<file path="src/rtl/intagg_pkg.sv">
`timescale 1ns/1ps
package intagg_pkg;

    localparam int OFF_ROOT  = 0;
    localparam int OFF_MST0  = 1;
    localparam int OFF_BSEL  = 5;
    localparam int OFF_PEND  = 6;
    localparam int OFF_CFG   = 7;
    localparam int OFF_LIVE  = 8;
    localparam int N_OFFS    = 9;
    localparam int MAX_MST   = 4;
    localparam int GRP       = 8;

    // Configuration byte as it arrives on the bus.
    typedef struct packed {
        logic       strobe;
        logic [2:0] idx;
        logic       clr;
        logic       mask_hi;
        logic       mask_lo;
        logic       lvl;
    } cfg_byte_t;

    // Trigger setting held per input.
    typedef struct packed {
        logic lvl;
        logic mask_hi;
        logic mask_lo;
    } trig_cfg_t;

    localparam trig_cfg_t TRIG_RESET = '{lvl: 1'b0, mask_hi: 1'b1, mask_lo: 1'b1};

    function automatic logic trig_hit(trig_cfg_t c, logic now, logic prev);
        if (c.lvl)
            return (!c.mask_hi && now) || (!c.mask_lo && !now);
        else
            return (!c.mask_hi && now && !prev) || (!c.mask_lo && !now && prev);
    endfunction

    function automatic logic fully_masked(trig_cfg_t c);
        return c.mask_hi && c.mask_lo;
    endfunction

endpackage

</file>
<file path="src/rtl/agg_sync.sv">
`timescale 1ns/1ps
module agg_sync #(
    parameter int W = 64
) (
    input  logic         clk,
    input  logic         rst,
    input  logic [W-1:0] d,
    output logic [W-1:0] q
);
    logic [W-1:0] meta;

    always_ff @(posedge clk) begin
        if (rst) begin
            meta <= '0;
            q    <= '0;
        end else begin
            meta <= d;
            q    <= meta;
        end
    end
endmodule

</file>
<file path="src/rtl/agg_cell.sv">
`timescale 1ns/1ps
module agg_cell
    import intagg_pkg::*;
(
    input  logic      clk,
    input  logic      rst,
    input  logic      lvl_in,
    input  logic      we,
    input  trig_cfg_t wcfg,
    input  logic      wclr,
    output logic      pend,
    output logic      act
);
    trig_cfg_t cfg;
    logic      prev;
    logic      hit;

    assign hit = trig_hit(cfg, lvl_in, prev);

    always_ff @(posedge clk) begin
        if (rst) begin
            cfg  <= TRIG_RESET;
            prev <= 1'b0;
            pend <= 1'b0;
        end else begin
            prev <= lvl_in;
            if (we) cfg <= wcfg;
            pend <= (pend && !(we && wclr)) || hit;
        end
    end

    assign act = pend && !fully_masked(cfg);

    // setting only moves on an accepted write
    p_cfg_hold_r3: assert property (@(posedge clk) disable iff (rst)
        !we |=> $stable(cfg));

    // a latch survives every cycle without an addressed clear
    p_latch_hold_r6: assert property (@(posedge clk) disable iff (rst)
        (pend && !(we && wclr)) |=> pend);

    // a fully masked input records nothing new
    p_masked_quiet_r7: assert property (@(posedge clk) disable iff (rst)
        (!pend && cfg.mask_hi && cfg.mask_lo) |=> !pend);
endmodule

</file>
<file path="src/rtl/agg_tree.sv">
`timescale 1ns/1ps
module agg_tree
    import intagg_pkg::*;
#(
    parameter int N_BLK = 8
) (
    input  logic [N_BLK*GRP-1:0]     act,
    output logic [MAX_MST*GRP-1:0]   mst,
    output logic [7:0]               root,
    output logic                     irq
);
    logic [MAX_MST-1:0] mst_nz;

    for (genvar b = 0; b < MAX_MST*GRP; b++) begin : g_blk
        if (b < N_BLK) begin : g_live
            assign mst[b] = |act[b*GRP +: GRP];
        end else begin : g_none
            assign mst[b] = 1'b0;
        end
    end

    for (genvar m = 0; m < MAX_MST; m++) begin : g_mst
        assign mst_nz[m] = |mst[m*GRP +: GRP];
    end

    assign root = {3'b000, mst_nz, 1'b0};
    assign irq  = |mst_nz;
endmodule

</file>
<file path="src/rtl/irq_tree_agg.sv">
`timescale 1ns/1ps
module irq_tree_agg
    import intagg_pkg::*;
#(
    parameter int                N_IN     = 64,
    parameter int                ADDR_W   = 10,
    parameter logic [ADDR_W-1:0] REG_BASE = 'h1BB
) (
    input  logic              clk,
    input  logic              rst,
    input  logic [ADDR_W-1:0] reg_addr,
    input  logic              reg_wr,
    input  logic [7:0]        reg_wdata,
    output logic [7:0]        reg_rdata,
    input  logic [N_IN-1:0]   irq_in,
    output logic              irq_out
);
    localparam int N_BLK = N_IN / GRP;

    logic [7:0]             bsel;
    logic [ADDR_W-1:0]      off;
    logic                   hit;
    logic                   bsel_ok;
    logic                   cfg_go;
    cfg_byte_t              wb;
    trig_cfg_t              wcfg;
    logic [N_IN-1:0]        s_in;
    logic [N_IN-1:0]        pend;
    logic [N_IN-1:0]        act;
    logic [7:0]             sel_pend;
    logic [7:0]             sel_live;
    logic [MAX_MST*GRP-1:0] mst;
    logic [7:0]             root;

    assign off     = reg_addr - REG_BASE;
    assign hit     = (reg_addr >= REG_BASE) && (off < ADDR_W'(N_OFFS));
    assign bsel_ok = bsel < 8'(N_BLK);
    assign wb      = cfg_byte_t'(reg_wdata);
    assign wcfg    = '{lvl: wb.lvl, mask_hi: wb.mask_hi, mask_lo: wb.mask_lo};
    assign cfg_go  = reg_wr && hit && (off == ADDR_W'(OFF_CFG)) && wb.strobe && bsel_ok;

    always_ff @(posedge clk) begin
        if (rst) bsel <= '0;
        else if (reg_wr && hit && off == ADDR_W'(OFF_BSEL)) bsel <= reg_wdata;
    end

    agg_sync #(.W(N_IN)) u_sync (
        .clk (clk),
        .rst (rst),
        .d   (irq_in),
        .q   (s_in)
    );

    for (genvar i = 0; i < N_IN; i++) begin : g_cell
        agg_cell u_cell (
            .clk    (clk),
            .rst    (rst),
            .lvl_in (s_in[i]),
            .we     (cfg_go && bsel == 8'(i / GRP) && wb.idx == 3'(i % GRP)),
            .wcfg   (wcfg),
            .wclr   (wb.clr),
            .pend   (pend[i]),
            .act    (act[i])
        );
    end

    always_comb begin
        sel_pend = '0;
        sel_live = '0;
        for (int b = 0; b < N_BLK; b++) begin
            if (bsel == 8'(b)) begin
                sel_pend = pend[b*GRP +: GRP];
                sel_live = s_in[b*GRP +: GRP];
            end
        end
    end

    agg_tree #(.N_BLK(N_BLK)) u_tree (
        .act  (act),
        .mst  (mst),
        .root (root),
        .irq  (irq_out)
    );

    always_comb begin
        reg_rdata = '0;
        if (hit) begin
            case (off[3:0])
                4'd0:    reg_rdata = root;
                4'd1:    reg_rdata = mst[0*GRP +: GRP];
                4'd2:    reg_rdata = mst[1*GRP +: GRP];
                4'd3:    reg_rdata = mst[2*GRP +: GRP];
                4'd4:    reg_rdata = mst[3*GRP +: GRP];
                4'd5:    reg_rdata = bsel;
                4'd6:    reg_rdata = sel_pend;
                4'd8:    reg_rdata = sel_live;
                default: reg_rdata = '0;
            endcase
        end
    end

    // the summary line needs at least one unmasked pending input
    p_irq_source_r8: assert property (@(posedge clk) disable iff (rst)
        !(|act) |-> !irq_out);

    // an out-of-range select never exposes status
    p_oob_quiet_r10: assert property (@(posedge clk) disable iff (rst)
        !bsel_ok |-> (sel_pend == 8'h00 && sel_live == 8'h00));
endmodule

</file>
<file path="config.mk">
export PLATFORM = sky130hd
export DESIGN_NAME = irq_tree_agg
export DESIGN_NICKNAME = d
export VERILOG_FILES = /design/src/rtl/intagg_pkg.sv /design/src/rtl/agg_sync.sv /design/src/rtl/agg_cell.sv /design/src/rtl/agg_tree.sv /design/src/rtl/irq_tree_agg.sv
export SDC_FILE = /design/constraint.sdc
export NUM_CORES = 1
export LEC_CHECK = 0
export BUFFER_PORTS_ARGS = -buffer_cell sky130_fd_sc_hd__buf_2
export CAP_MARGIN = 20
export CORE_UTILIZATION = 45
export CTS_CLUSTER_DIAMETER = 100
export CTS_CLUSTER_SIZE = 12
export DETAILED_ROUTE_END_ITERATION = 10
export GPL_ROUTABILITY_DRIVEN = 0
export PLACE_DENSITY = 0.63
export SETUP_SLACK_MARGIN = 0.2
export SLEW_MARGIN = 20
export SYNTH_ARGS = -nofsm -noshare
export SYNTH_HDL_FRONTEND = slang
export SYNTH_HIERARCHICAL = 1
export SYNTH_SLANG_ARGS = --single-unit
</file>
<file path="constraint.sdc">
create_clock -name clk -period 3.1 [get_ports clk]
set_input_delay 0.31 -clock clk [delete_from_list [all_inputs] [get_ports clk]]
set_output_delay 0.31 -clock clk [all_outputs]
set_load 0.05 [all_outputs]
</file>
==> out/metrics.cfg, run 1 <==
[die]
die_outline_width_um=207
floorplan.initialDensity=0.459
core_area_um2=41100
die_h_um=207
die_area_um2=42700
fp-row-count=74
floorplan.io_pins=94

[power_and_ir_drop]
total_power_divided_by_cell_area_nw_per_um2=498
static_power_due_to_leakage_nw=8.24
power.ir.vdd_worst_uv=368
total_power_mw=11.2

[logic_synthesis]
synth_top_area_share=0.484
ys.warnings.count=6
synth_enable_flop_cells=0
summed_instance_area_of_the_synthesized_netlist_um2=18900
yosys_most_used_dff=dfxtp_1
ys_async_sr_fraction=0
synth_seq_cells=456
cells_taking_the_most_area_after_synthesis=dfxtp_1 48%, nor2b_1 11%, mux2i_1 9.3%, a211o_1 5.9%, nand2_1 3.1%
avgSynthCellArea_um2=9.93
yosysSeqAreaShare=0.484
yosys.area.top_type=dfxtp_1
synthDistinctLibCells=60
synthesis.instances=1898

[grt]
grt_antenna_before_repair=0
grt_max_degree=113
grt_pass1_wl_um=78200
grt_overflow_total=0
grt_pass1_vias=13800
grt_usage=0.238

[worst_setup_path]
crit_family=simple AND/OR/NAND/NOR gates
critPathKind=reg -> out
worst_path_max_delay_cell=or4_4
worst_path_largest_cell_delay_ns=0.52
critPathMaxFanout=3
end_kind=output port
worst_ep_required_time_ns=2.79
path_cells=a21boi_0 -> nor4_2 -> buf_4 -> nand4_1 -> or4_4 -> mux2i_1 -> o22ai_1 -> a221oi_2 -> a31oi_2 -> buf_6
crit_path_start_kind=flop
buffers_and_inverters_on_the_worst_path=2
worstPathArrival_ns=3.05

[run]
cap_viol_max_count=0

[timing]
report.final.hold_viol_count=0
layout_worst_path_cycle_share=1.09
final_critical_path_required_period_ns=3.36
report.final.setup_viol=2
rsz0062_at_grt=yes
final_critical_path_setup_slack_ns=-0.265
skew_ns=0.0252
report.final.slew_viol_count=0
worst_pin_slew_ns=1.07
worst_slew_margin_rel=0.287
maximum_operating_frequency_mhz=297

[drt]
avgRoutedWirePerCell_um=19.2
detail_route.wirelength_um=51300
route.antenna.remaining_nets=0
final_routed_drc_violation_total=10
detailedRoute.firstIterationViolations=1187
routed_via_density=5.43
detailroute.via_count=14600
drt_pre_antenna_iters=8

[min_path]
hold_class=in -> reg

[finish]
drive_above_1_share=0.171
fin_util=0.549
antenna-diode-count=0
area_growth_pct=19.6
mostFrequentLayoutCell=dfxtp_1
finalNonFillerCells=2678
fillCellCount=3695
most-common-layout-cells=423 x dfxtp_1, 325 x nor2b_1, 175 x mux2i_1
layout.cell_area.non_filler_um2=22500
final_nets=2230

[placement]
place.port_buffers=93
place_worst_setup_slack_ns=0.0600
post_dp_cell_area_um2=20300
dp_cells=2549
place_hpwl_um=34000

[clock_tree]
cts_num_sinks=456
htree_levels=2
clock_tree.root_cell=clkbuf_16
ctsLongestPathBuffers=3
numCtsBuffers=43
worst_skew_pair.late_latency_ns=0.58
clock_tree_from_tritoncts=done
cts.clk_slew.worst_paths_ns=0.06

[run_status]
status=complete, but fails checks
violated_checks=DRC, setup timing

[worst register-to-register path, stage by stage, from the launching register on]
cell and delay (ns):
dfxtp_2 0.33, or4_4 0.56, buf_4 0.16, nor4_4 0.22, nand3_2 0.18, or3_1 0.61
nor2_2 0.33, nor2b_1 0.09, a211o_1 0.25
[flip-flops by register name, summed over array words and instances (netlist names)]
name	cells
u_sync/q	64
g_cell.u_cell/pend	64
u_sync/meta	64
g_cell.u_cell/cfg	192
bsel	8
g_cell.u_cell/prev	64
[layer usage]
layer	GRT usage	wire length (um)	vias to the layer above
met5	0	0	-
met4	0.110	2070	0
met3	0.0385	3240	122
met2	0.373	22800	414
met1	0.322	23200	6908
li1	-	-	7109
[final cells by class]
class | instances | area [um^2] | share of cell area
Inverter | 1 | 5.00 | 0.000222
Multi-Input combinational cell | 1382 | 9560 | 0.424
Timing Repair Buffer | 261 | 2020 | 0.0896
Clock inverter | 2 | 25.0 | 0.00111
Tap cell | 532 | 666 | 0.0295
Clock buffer | 44 | 1100 | 0.0488
Sequential cell | 456 | 9180 | 0.407
[final timing paths]
check	startpoint	slack, ns	endpoint	depth (start not counted)
worst max register to register	bsel[5]	0.26	g_cell[15].u_cell/cfg[0]	8
worst min-delay path	irq_in[34]	0.03	u_sync/meta[34]	2
worst min register to register	u_sync/meta[13]	0.43	u_sync/q[13]	1
worst max-delay path	g_cell[26].u_cell/pend	-0.26	reg_rdata[1]	10
[cell families after synthesis]
logic type | synth area share
buffers and inverters | 0.0276
DFF | 0.484
and+or+nand+nor | 0.203
other | 0.000199
xor gates and xnor gates | 0.0297
muxes | 0.109
AOI/OAI and AO/OA | 0.147
[power breakdown]
group | internal [mW] | switching, mW | total (mW)
logic | 0.237 | 0.321 | 0.558
clock network | 2.50 | 2.12 | 4.63
registers | 5.96 | 0.0793 | 6.04
total | 8.70 | 2.52 | 11.2
[cells in the mapped netlist (6+ instances only)]
master	n
nor3_1	6
mux4_2	7
xor2_1	64
nor2b_1	325
nand4_1	6
nor4_1	41
o21ai_0	9
nor4_2	9
clkbuf_1	25
mux2_2	13
dfxtp_1	456
nor2_2	9
buf_2	8
buf_4	44
or3_1	6
a31oi_1	7
a21oi_1	75
nand3_1	12
a211o_1	128
mux2i_1	175
a21boi_0	64
nand2_1	154
o21ai_1	64
nor2_1	102
buf_1	11
o22ai_1	14
[stage by stage]
step,setup TNS [ns],hold WS [ns]
after CTS,-0.321,0.00867
after global routing,-0.591,0.0210
final,-0.372,0.0253
after global placement,0,0.419
after floorplan,0,0.379
after detailed placement,0,0.421
[what timing repair did]
item,CTS,global route
hold endpoints to repair,63,0
buffers inserted,6,14
hold buffers,63,0
pin swaps,14,20
setup endpoints to repair,9,47
gates resized for setup,46,72
(Power assumes the default switching activity.)
==> inputs of run 2 (changes only) <==
SKIP_LAST_GASP = 1   (was not set)
==> run 2 against run 1 <==
Compared with the run above: the run still ends with DRC, setup timing left; clock power about the same; clock skew decreased by 0.0013 ns; count of clock-buffer cells in the layout unchanged; core utilization about the same; sequential cell count unchanged; wire length decreased by 0.17%; register-to-register slack got worse by 0.03 ns; sequential share of layout area about the same; first-iteration DRC count decreased by 2.3%; critical endpoint unchanged; largest power group unchanged.
==> out/metrics.cfg, run 2 (synthesized netlist as in run 1, its figures left out) <==
[run_status]
status=complete, but fails checks
violated_checks=DRC, setup timing

[timing]
worst_hold_slack_across_all_endpoints_ns=0.0260  ; +0.000659 ns
report.final.setup_viol=2  ; unchanged
final_critical_path_required_period_ns=3.37  ; +0.00714 ns
worst_pin_slew_ns=1.07  ; -0.00112 ns
rsz0062_at_grt=yes
worst_slew_margin_rel=0.287  ; +0.000747
layout_worst_path_cycle_share=1.09  ; +0.00230
report.final.hold_viol_count=0  ; unchanged
final_critical_path_setup_slack_ns=-0.272  ; -0.00714 ns
skew_ns=0.0239  ; -0.00126 ns
maximum_operating_frequency_mhz=297  ; -0.21%
report.final.slew_viol_count=0  ; unchanged

[die]
core_area_um2=41100  ; unchanged
fp-row-count=74  ; unchanged
floorplan.io_pins=94  ; unchanged
die_area_um2=42700  ; unchanged
floorplan.initialDensity=0.459  ; unchanged
die_outline_width_um=207  ; unchanged
die_h_um=207  ; unchanged

[grt]
grt_antenna_before_repair=0  ; unchanged
global_route.peak_usage_layer=met2
met3_track_demand_over_resource_in_global_routing=0.0385  ; unchanged
grt_overflow_total=0  ; unchanged
grt.met2_usage=0.373  ; unchanged
grt_util_met1=0.322  ; unchanged
grt_max_degree=113  ; unchanged
grt_pass1_wl_um=78200  ; unchanged
grt_usage=0.238  ; unchanged
grt_pass1_vias=13800  ; unchanged

[placement]
dp_cells=2549  ; unchanged
place_hpwl_um=34000  ; unchanged
place.port_buffers=93  ; unchanged
place_worst_setup_slack_ns=0.0600  ; unchanged

[finish]
drive_above_1_share=0.169  ; -0.00233
multi_input_comb_area_um2=9540  ; -0.20%
finalNonFillerCells=2678  ; unchanged
final_nets=2230  ; unchanged
footprint_of_the_flip_flops_and_latches_um2=9180  ; unchanged
most-common-layout-cells=423 x dfxtp_1, 325 x nor2b_1, 175 x mux2i_1
antenna-diode-count=0  ; unchanged
largest-register=g_cell.u_cell/cfg
area_growth_pct=19.5  ; about the same
mostFrequentLayoutCell=dfxtp_1
largest_register_ff_count=192  ; unchanged
fillCellCount=3697  ; +0.054%

[clock_tree]
numCtsBuffers=43  ; unchanged
clock_tree_from_tritoncts=done
worst_skew_pair.late_latency_ns=0.58  ; about the same
ctsLongestPathBuffers=3  ; unchanged
htree_levels=2  ; unchanged
clock_tree.root_cell=clkbuf_16
cts_num_sinks=456  ; unchanged
cts.clk_slew.worst_paths_ns=0.06  ; about the same

[power_and_ir_drop]
power.ir.vdd_worst_uv=366  ; -0.44%
seqPwrFrac=0.538  ; about the same
static_power_due_to_leakage_nw=8.24  ; about the same
sw_ratio=0.224  ; -0.000632
combinational_cell_fraction_of_total_power=0.050  ; about the same
total_power_divided_by_cell_area_nw_per_um2=498  ; about the same
clock_power_share=0.412  ; about the same
p_switching_mw=2.51  ; -0.36%
total_power_mw=11.2  ; about the same
p_int_mw=8.70  ; about the same

[drt]
detailedRoute.firstIterationViolations=1160  ; -2.3%
routed_via_density=5.43  ; about the same
avgRoutedWirePerCell_um=19.1  ; -0.17%
detailroute.via_count=14500  ; -0.055%
route.antenna.remaining_nets=0  ; unchanged
final_routed_drc_violation_total=10  ; unchanged
detail_route.wirelength_um=51200  ; -0.17%
drt_pre_antenna_iters=8  ; unchanged

[worst_setup_path]
worst_r2r_startpoint=bsel[5]
worstPathArrival_ns=3.06  ; about the same
end_kind=output port
rrSetupSlack_ns=0.23  ; -0.03 ns
crit_path_start=g_cell[21].u_cell/cfg[0]
worst_ep_required_time_ns=2.79  ; about the same
critPathMaxFanout=3  ; unchanged
crit_path_start_kind=flop
critPathKind=reg -> out

[run]
cap_viol_max_count=0  ; unchanged

[min_path]
hold_path_startpoint=irq_in[34]
hold_class=in -> reg

[run 2: cell counts in the layout (fill, tap and decap cells not counted)]
Identical to the previous run, type by type.
[run 2: path summary, 6_finish.rpt]
check                            endpoint  cells past startpoint
setup / recovery             reg_rdata[1]                      9
hold / removal            u_sync/meta[34]                      2
setup reg to reg  g_cell[8].u_cell/cfg[1]                      8
hold reg to reg              u_sync/q[13]                      1
[run 2: power by group through the flow]
stage | logic [mW] | clock network (mW) | registers [mW]
floorplan | 0.247 | 0 | 6.14
global placement | 0.479 | 0 | 6.17
detailed placement | 0.484 | 0 | 6.17
CTS | 0.550 | 4.76 | 6.04
global route | 0.601 | 4.97 | 6.04
finish | 0.557 | 4.62 | 6.04
[run 2: final cells by class]
class,count,share of cell area
inverters,1,0.000222
well taps,532,0.0295
multi-input cells,1382,0.423
clock buffers,44,0.0489
flip-flops and latches,456,0.407
clock inverters,2,0.00111
repair buffers,261,0.0896
[run 2: critical path, cell delays in order (launching register included)]
cell      delay (ns)
dfxtp_1         0.36
a21boi_0        0.11
nor4_2          0.45
nand4_1         0.20
or4_4           0.52
mux2i_1         0.13
o22ai_1         0.12
a221oi_2        0.24
a31oi_2         0.18
buf_6           0.19
[run 2: routing by layer]
metal  part of all wire  vias to the layer above
met1               0.45                     6899
met2               0.44                      417
met3              0.062                      116
li1                   -                     7113
met4              0.040                        0
met5                  0                        -
[run 2: repair_timing]
| action | 4_1_cts | 5_1_grt |
|---|---|---|
| hold buffers | 63 | 0 |
| setup endpoints to repair | 9 | 47 |
| pin swaps | 14 | 20 |
| hold endpoints to repair | 63 | 0 |
| cloned | 0 | 0 |
| resized for setup | 46 | 67 |
| setup buffers | 6 | 14 |
[run 2: through the flow]
step                      utilization  area (um^2)  setup TNS [ns]
after floorplan                     -        19000               0
after global placement          0.494        20300               0
after detailed placement        0.494        20300               0
after CTS                       0.542        22300          -0.321
after global routing            0.548        22500          -0.591
final                           0.548        22500          -0.421
